File: config.mk
export PLATFORM = sky130hd
export DESIGN_NAME = irq_dest_resolver
export DESIGN_NICKNAME = d
export VERILOG_FILES = /design/src/rtl/irqdst_pkg.sv /design/src/rtl/irqdst_table.sv /design/src/rtl/irqdst_match.sv /design/src/rtl/irqdst_lowpick.sv /design/src/rtl/irq_dest_resolver.sv
export SDC_FILE = /design/constraint.sdc
export NUM_CORES = 1
export LEC_CHECK = 0
export BUFFER_PORTS_ARGS = -buffer_cell sky130_fd_sc_hd__buf_2
export CAP_MARGIN = 10
export CORE_ASPECT_RATIO = 1.25
export CORE_MARGIN = 4
export CORE_UTILIZATION = 50
export DETAILED_ROUTE_END_ITERATION = 16
export GPL_ROUTABILITY_DRIVEN = 1
export PLACE_DENSITY = 0.73
export SYNTH_ARGS = -nofsm -noshare
export SYNTH_HDL_FRONTEND = slang
export SYNTH_SLANG_ARGS = --single-unit
File: constraint.sdc
create_clock -name clk -period 3.26 [get_ports clk]
set_clock_uncertainty 0.05 [all_clocks]
set_input_delay 0.815 -clock clk [delete_from_list [all_inputs] [get_ports clk]]
set_output_delay 0.815 -clock clk [all_outputs]
set_load 0.01 [all_outputs]
File: src/rtl/irqdst_pkg.sv
package irqdst_pkg;
  localparam int DEST_W  = 8;
  localparam int MODEL_W = 4;

  localparam logic [MODEL_W-1:0] MODEL_FLAT    = 4'hF;
  localparam logic [MODEL_W-1:0] MODEL_CLUSTER = 4'h0;
  localparam logic [DEST_W-1:0]  DEST_BCAST    = 8'hFF;

  typedef enum logic [1:0] {
    SH_FIELDS = 2'd0,
    SH_SELF   = 2'd1,
    SH_ALL    = 2'd2,
    SH_OTHERS = 2'd3
  } shorthand_e;

  typedef struct packed {
    logic [DEST_W-1:0]  phys_id;
    logic [DEST_W-1:0]  log_dest;
    logic [MODEL_W-1:0] model;
  } unit_entry_t;
endpackage

File: src/rtl/irqdst_table.sv
module irqdst_table #(
  parameter int NUM_UNITS = 8,
  parameter int IDX_W     = $clog2(NUM_UNITS)
) (
  input  logic                                 clk,
  input  logic                                 rst,
  input  logic                                 wr_en,
  input  logic [IDX_W-1:0]                     wr_idx,
  input  irqdst_pkg::unit_entry_t              wr_entry,
  output irqdst_pkg::unit_entry_t [NUM_UNITS-1:0] ent_o,
  output logic [NUM_UNITS-1:0]                 elig_o
);
  irqdst_pkg::unit_entry_t mem [NUM_UNITS];
  logic [NUM_UNITS-1:0]    written;

  // Entry storage: no reset, so it can map onto distributed RAM.
  always_ff @(posedge clk) begin
    if (wr_en && (int'(wr_idx) < NUM_UNITS)) mem[wr_idx] <= wr_entry;
  end

  // One written flag per entry; reset clears them.
  always_ff @(posedge clk) begin
    if (rst) written <= '0;
    else if (wr_en && (int'(wr_idx) < NUM_UNITS)) written[wr_idx] <= 1'b1;
  end

  always_comb begin
    for (int i = 0; i < NUM_UNITS; i++) ent_o[i] = mem[i];
  end

  // A unit is eligible only when it and every entry below it are written.
  assign elig_o[0] = written[0];
  for (genvar g = 1; g < NUM_UNITS; g++) begin : g_prefix
    assign elig_o[g] = elig_o[g-1] & written[g];
  end
endmodule

File: src/rtl/irqdst_match.sv
module irqdst_match #(
  parameter int NUM_UNITS = 8,
  parameter int IDX_W     = $clog2(NUM_UNITS)
) (
  input  irqdst_pkg::unit_entry_t [NUM_UNITS-1:0] ent_i,
  input  logic [NUM_UNITS-1:0]                 elig_i,
  input  logic [irqdst_pkg::DEST_W-1:0]        dest_i,
  input  logic                                 logical_i,
  input  logic [1:0]                           shorthand_i,
  input  logic [IDX_W-1:0]                     sender_i,
  output logic [NUM_UNITS-1:0]                 mask_o
);
  import irqdst_pkg::*;

  localparam logic [NUM_UNITS-1:0] ONE = {{(NUM_UNITS-1){1'b0}}, 1'b1};

  logic [NUM_UNITS-1:0] phys_hit, log_hit, phys_cand, phys_first, self_bit, raw;

  for (genvar g = 0; g < NUM_UNITS; g++) begin : g_unit
    logic flat_hit, clus_hit;
    assign phys_hit[g] = (ent_i[g].phys_id == dest_i);
    assign flat_hit = (ent_i[g].model == MODEL_FLAT) &&
                      ((dest_i & ent_i[g].log_dest) != '0);
    assign clus_hit = (ent_i[g].model == MODEL_CLUSTER) &&
                      (dest_i[7:4] == ent_i[g].log_dest[7:4]) &&
                      ((dest_i[3:0] & ent_i[g].log_dest[3:0]) != '0);
    assign log_hit[g] = flat_hit | clus_hit;
  end

  // Physical match: lowest eligible unit carrying the ID.
  assign phys_cand  = phys_hit & elig_i;
  assign phys_first = phys_cand & (~phys_cand + ONE);
  assign self_bit   = ONE << sender_i;

  always_comb begin
    unique case (shorthand_e'(shorthand_i))
      SH_SELF:   raw = self_bit;
      SH_ALL:    raw = '1;
      SH_OTHERS: raw = ~self_bit;
      default: begin
        if (logical_i)                raw = log_hit;
        else if (dest_i == DEST_BCAST) raw = '1;
        else                          raw = phys_first;
      end
    endcase
    mask_o = raw & elig_i;
  end
endmodule

File: src/rtl/irqdst_lowpick.sv
module irqdst_lowpick #(
  parameter int NUM_UNITS = 8,
  parameter int IDX_W     = $clog2(NUM_UNITS)
) (
  input  logic [NUM_UNITS-1:0] req_i,
  output logic [NUM_UNITS-1:0] onehot_o,
  output logic [IDX_W-1:0]     idx_o,
  output logic                 any_o
);
  always_comb begin
    onehot_o = '0;
    idx_o    = '0;
    for (int i = NUM_UNITS - 1; i >= 0; i--) begin
      if (req_i[i]) begin
        onehot_o = '0;
        onehot_o[i] = 1'b1;
        idx_o = IDX_W'(i);
      end
    end
    any_o = |req_i;
  end
endmodule

File: src/rtl/irq_dest_resolver.sv
module irq_dest_resolver #(
  parameter int NUM_UNITS = 8,
  parameter int IDX_W     = $clog2(NUM_UNITS)
) (
  input  logic                 clk,
  input  logic                 rst,
  input  logic                 req_valid,
  input  logic [7:0]           dest,
  input  logic                 dest_logical,
  input  logic [1:0]           shorthand,
  input  logic [IDX_W-1:0]     sender_idx,
  input  logic                 wr_en,
  input  logic [IDX_W-1:0]     wr_idx,
  input  logic [7:0]           wr_phys_id,
  input  logic [7:0]           wr_log_dest,
  input  logic [3:0]           wr_model,
  output logic                 res_valid,
  output logic [NUM_UNITS-1:0] res_mask,
  output logic                 lp_hit,
  output logic [NUM_UNITS-1:0] lp_onehot,
  output logic [IDX_W-1:0]     lp_idx
);
  import irqdst_pkg::*;

  unit_entry_t [NUM_UNITS-1:0] ent;
  unit_entry_t                 wr_entry;
  logic [NUM_UNITS-1:0]        elig, mask_c, pick_c;
  logic [IDX_W-1:0]            pick_idx_c;
  logic                        pick_any_c;

  assign wr_entry = '{phys_id: wr_phys_id, log_dest: wr_log_dest, model: wr_model};

  irqdst_table #(.NUM_UNITS(NUM_UNITS), .IDX_W(IDX_W)) u_table (
    .clk(clk), .rst(rst), .wr_en(wr_en), .wr_idx(wr_idx),
    .wr_entry(wr_entry), .ent_o(ent), .elig_o(elig)
  );

  irqdst_match #(.NUM_UNITS(NUM_UNITS), .IDX_W(IDX_W)) u_match (
    .ent_i(ent), .elig_i(elig), .dest_i(dest), .logical_i(dest_logical),
    .shorthand_i(shorthand), .sender_i(sender_idx), .mask_o(mask_c)
  );

  irqdst_lowpick #(.NUM_UNITS(NUM_UNITS), .IDX_W(IDX_W)) u_pick (
    .req_i(mask_c), .onehot_o(pick_c), .idx_o(pick_idx_c), .any_o(pick_any_c)
  );

  always_ff @(posedge clk) begin
    if (rst) begin
      res_valid <= 1'b0;
      res_mask  <= '0;
      lp_hit    <= 1'b0;
      lp_onehot <= '0;
      lp_idx    <= '0;
    end else begin
      res_valid <= req_valid;
      res_mask  <= req_valid ? mask_c : '0;
      lp_hit    <= req_valid & pick_any_c;
      lp_onehot <= req_valid ? pick_c : '0;
      lp_idx    <= req_valid ? pick_idx_c : '0;
    end
  end
endmodule

After elaboration in Yosys (flattened, before gate mapping) --
Memory sizes are Yosys's and may differ from the RTL's. Index checks and enable logic that the tools add are counted.
Cells by class: $add $sub $neg 1, order comparisons 2, equal/unequal tests 28, shift-type cells 1, multiplexer cells 22, bitwise gates (word level) 39, reductions and logical operators 58
Operators by type and width (number):
- 8-bit bitwise AND | 11
- 8-bit == test | 8
- 8-bit nonzero test | 8
- 4-bit bitwise AND | 8
- 4-bit == test | 8
- 4-bit == test (second input constant) | 8
- 4-bit logical NOT | 8
- 4-bit nonzero test | 8
- 1-bit logical AND | 25
- 8-bit two-way mux | 3
- 8-bit one-hot mux with 3 select lines | 1
- 8-bit inverter | 2
- 8-bit OR reduction | 2
- 3-bit two-way mux | 5
- 9-bit OR reduction | 1
- 8-bit by 1-bit adder with 8-bit output (second input constant) | 1
- 1-bit bitwise AND | 8
- 8-bit == test (second input constant) | 1
- 1-bit bitwise OR | 8
- 8-bit bitwise OR | 1
- 1-bit by 3-bit left shift with 8-bit output (first input constant) | 1
- 7-bit two-way mux | 1
- 7-bit OR reduction | 1
- 2-bit two-way mux | 3
- other kinds (15) | 20
Word-level totals: register bits 29, memory bits (writable) 160, input port bits 41, output and inout bits 21, word-level logic and storage cells 167, memories kept 1
Memory list:
- u_table.mem | words 8, width 20, read ports 8, clocked after Yosys merged registers in 0, write ports 1, RTL line irqdst_table.sv:13 | irqdst_pkg::unit_entry_t mem [NUM_UNITS];

Logic depth before layout (Yosys ltp) --
depth after elaboration 23, gate-level depth with buffers 10, gate-level depth less buffers 9

Hierarchy --
A second synthesis with hierarchy kept.
Unflattened totals: cells, all modules 561, area, all modules 8166.6 sq um
By module, submodules not included:
- irqdst_table | instances 1, cells an instance 211, area each 5206.2 sq um, sequential area each 4964.8 sq um
- irqdst_match | instances 1, cells an instance 280, area each 2182.1 sq um, sequential area each 0.0 sq um
- irq_dest_resolver | instances 1, cells an instance 46, area each 634.4 sq um, sequential area each 420.4 sq um
- irqdst_lowpick | instances 1, cells an instance 24, area each 143.9 sq um, sequential area each 0.0 sq um

Worst setup path before layout --
Ideal clock, no wire load.
path kind input -> register, start in wr_idx[0], end mem u_table.mem[0][0] (netlist name) (enable), arrival time 2.446 ns, data required time 2.785 ns, path slack 0.339 ns, stages 2, path buffers 0, path through nand2b_1 nor3_1
RTL lines:
- from (decl) | RTL line irq_dest_resolver.sv:13 | input logic [IDX_W-1:0] wr_idx,
- to (decl) | RTL line irqdst_table.sv:13
No word-level cell before the write port.

Worst setup path after layout --
start in dest[6], end reg lp_hit
On the way: word-level cells in the longest chain between the ends 11, elaborated cells on any way between the ends 75, classes of those cells add/sub (1); eq/ne (17); mux (3); bitwise (21); reduce/logical (33)
Ends and longest elaborated chain:
- from (decl) | RTL line irq_dest_resolver.sv:8 | input logic [7:0] dest,
- 8-bit == test | RTL line irqdst_match.sv:21 | assign phys_hit[g] = (ent_i[g].phys_id == dest_i);
- 8-bit bitwise AND | RTL line irqdst_match.sv:31 | assign phys_cand = phys_hit & elig_i;
- 8-bit inverter | RTL line irqdst_match.sv:32 | assign phys_first = phys_cand & (~phys_cand + ONE);
- 8-bit by 1-bit adder with 8-bit output | RTL line irqdst_match.sv:32
- 8-bit bitwise AND | RTL line irqdst_match.sv:32
- 8-bit two-way mux | RTL line irqdst_match.sv:42 | else if (dest_i == DEST_BCAST) raw = '1;
- 8-bit two-way mux * | RTL line irqdst_match.sv:41 | if (logical_i) raw = log_hit;
- 8-bit one-hot mux with 3 select lines * | RTL line irqdst_match.sv:36 | unique case (shorthand_e'(shorthand_i))
- 8-bit bitwise AND * | RTL line irqdst_match.sv:46 | mask_o = raw & elig_i;
- 8-bit OR reduction * | RTL line irqdst_lowpick.sv:20 | any_o = |req_i;
- 1-bit bitwise AND * | RTL line irq_dest_resolver.sv:57 | lp_hit <= req_valid & pick_any_c;
- to (signal assigned) | RTL line irq_dest_resolver.sv:57
- to (decl) | RTL line irq_dest_resolver.sv:19 | output logic lp_hit,
Every way passes the cells marked *; elsewhere a longest branch is shown, timed or not. A chain may end at the register's enable or synchronous reset.

==> results.cfg <==
[placement]
io_buffers = 61
dp_hpwl_um = 12100
dp_cells = 810
place.gp.congestion = 0.869
pre_cts_ws_ps = -128

[worst_setup_path]
start_kind = input pin
worstPathRequired_ps = 3500
crit_type = input pin to register
cp-startpoint = dest[6]
crit_fanout = 16
cp_data_arrival_time_ps = 3200
r2r-start = u_table.mem[5][9]
endpoint_kind = register

[global_routing]
track_usage_pct = 19.9
antenna_found_initial = 0
grt_pass1_vias = 4821
grt_pass1_wl_um = 26700
grt.overflow.total = 0
grt_max_degree = 22

[clock_tree]
clk_pin_slew_ps = 70
hold_buffers = 0
clkLatencyLatePin_ps = 420
numCtsBuffers = 17
root_buffer = clkbuf_16
cts_tree = yes
cts_setup_buffers = 0
clockBufferDepth = 2
cts_resized = 0
h-tree-depth = 4
cts_sinks = 188

[sta]
rsz0062_at_grt = false
setup-tns-final_ps = 0
worstMarginPinSlew_ps = 591
fmax_ghz = 0.337
hold_violations = 0
finalSetupViolations = 0
slew_viol_final = 0
period_share_pct = 91.0
timing.final.ws_setup_ps = 294
relSlewSlack_pct = 60.3
layout_min_cycle_time_ps = 2970

[cells_and_area]
fin_util_pct = 58.3
drive_above_1_share_pct = 20.6
syn_to_final_growth_pct = 14.6
fin_nets = 690
diodes = 0
layoutNonFillerInstCount = 842

[yosys]
yosys_most_used_dff = edfxtp_1
synth_fp_nets = 614
synth_seq_cells = 188
synth-seq-area-share_pct = 67.4
yosysUniqueCellTypes = 58
async_flop_share_pct = 0
syn_avg_cell_area_sq_um = 14.7
synth_area_leaders = edfxtp_1, dfxtp_1, ha_1, xnor2_1, xor2_1
syn_inst = 541
netlist.top_cell.by_area = edfxtp_1
syn-cell-area_sq_mm = 0.00796
ys_warn_count = 0
synth_edf_count = 160
synth_top_area_share_pct = 60.4

[power_and_ir_drop]
p_leak_nw = 3.16
ir_worst_vdd_mv = 0.329
power_density_mw_per_mm2 = 550

[floorplan]
io_pins = 62
die_w_um = 121
initial_utilization_pct = 50.9
core_sq_mm = 0.0156
dieArea_sq_mm = 0.0180
rows = 51
die_height_um = 149

[hold_path]
min_path_type = register to register
worstHoldStart = u_table.written[6]

[route]
final_antenna_net_count = 0
drc = 0
wl_per_cell_um = 20.5
wl_um = 17200
vias_per_cell = 5.63
via_count = 4744
drt_iter0_drc = 445
first_pass_iters = 5

[outcome]
status = complete, no violations

[job]
cap_violations = 0
[state kept, by name (all words and copies together) (netlist names)]
signal and cells:
lp_idx 3, res_mask 8, lp_hit 1, res_valid 1
lp_onehot 7, u_table.mem 160, u_table.written 8
[cell type report]
class                           count  area, sq um
Clock inverter                     12          136
Multi-Input combinational cell    332         2450
Clock buffer                       20          437
Timing Repair Buffer               76          455
Fill cell                        1183         6520
Inverter                            2         7.51
Sequential cell                   188         5370
Tap cell                          212          265
[synth_stat cells (2+ instances only)]
library cell and count:
a211o_1 2, nor3b_1 4, nor2_1 44, or3_4 2, and3_1 3, clkbuf_1 5, nor4_1 23, nand2b_1 5
nand2_1 23, a22oi_1 8, a21o_1 2, nand3_1 14, o21ai_0 8, or3_1 2, nand4_1 17, edfxtp_1 160
buf_4 3, a221oi_1 2, nor4_4 2, dfxtp_1 28, nor2b_1 2, buf_6 10, o21a_1 2, a221oi_2 2
a21oi_1 14, ha_1 32, nand3b_1 2, inv_1 2, and3_4 2, or4_1 5, a22o_1 4, nor3_1 10
o211ai_1 2, xor2_1 32, xnor2_1 40
[worst max-delay path, cell delays in order]
cell and delay (ps):
buf_2 250, ha_1 270, o41ai_1 450, a32oi_1 260, o21ai_0 360, o22ai_1 150
a21oi_1 290, and3_4 250, a41oi_2 100
[per-layer routing]
layer	wire (um)	share of wire [%]	vias to the layer above	global-route usage (%)
li1	-	-	2214	-
met1	7220	42	2355	25.6
met2	8890	52	159	34.4
met4	198	1.1	0	4.71
met5	0	0	-	0
met3	927	5.4	16	4.21
[stage by stage]
stage                     total power, mW  hold WS, ps  cell area (sq um)
final                                5.01          424               9120
after global routing                 5.20          482               9120
after CTS                            5.04          427               9120
after detailed placement             3.07          409               8550
after global placement               3.06          410               8550
after floorplan                      2.94          390               7960
[layout by cell type (no fill, tap or decap), drive strengths merged, types with 2 or more instances in the layout]
cell	netlist	routed
nor3b	4	4
and2	2	2
a22oi	8	8
a211o	3	3
dfxtp	28	28
inv	2	6
edfxtp	160	160
a21o	2	2
buf	14	76
xor2	32	32
nor4	26	26
clkinv	0	5
nand2b	6	6
nor3	11	11
nor2	44	44
or4	5	5
a22o	4	4
o21ai	9	9
and3	5	5
xnor2	40	40
bufinv	0	2
nor2b	2	2
o21a	2	2
nand3b	2	2
o211ai	3	3
nand2	23	23
or3	4	4
nand3	14	14
a221oi	4	4
a21oi	15	15
nand4	17	17
ha	32	32
clkbuf	5	20
[cell families (layout without fill, tap and decap cells)]
logic type / Yosys count / in the layout / synth area share (%)
flip-flops: 188 / 188 / 67.4
AND/OR/NAND/NOR: 168 / 168 / 11.8
XOR/XNOR: 72 / 72 / 7.92
AO/OA/AOI/OAI: 60 / 60 / 5.72
adder cells (fa/ha/maj): 32 / 32 / 5.03
buffers and inverters: 21 / 110 / 2.09
[worst paths after layout]
path,to,slack [ps],cells after the start
setup / recovery,lp_hit,290,9
hold / removal,u_table.written[6],420,2
setup reg to reg,lp_hit,560,8
hold reg to reg,u_table.written[6],420,2
[where the power goes]
part           internal [mW]  total (mW)  switching (mW)  leakage, nW
Sequential              2.68        2.71          0.0277         1.68
Combinational          0.112       0.310           0.198         1.20
Clock                   1.14        2.00           0.857        0.279
Total                   3.93        5.01            1.08         3.16
No activity file was read; power rests on OpenSTA's default activity.
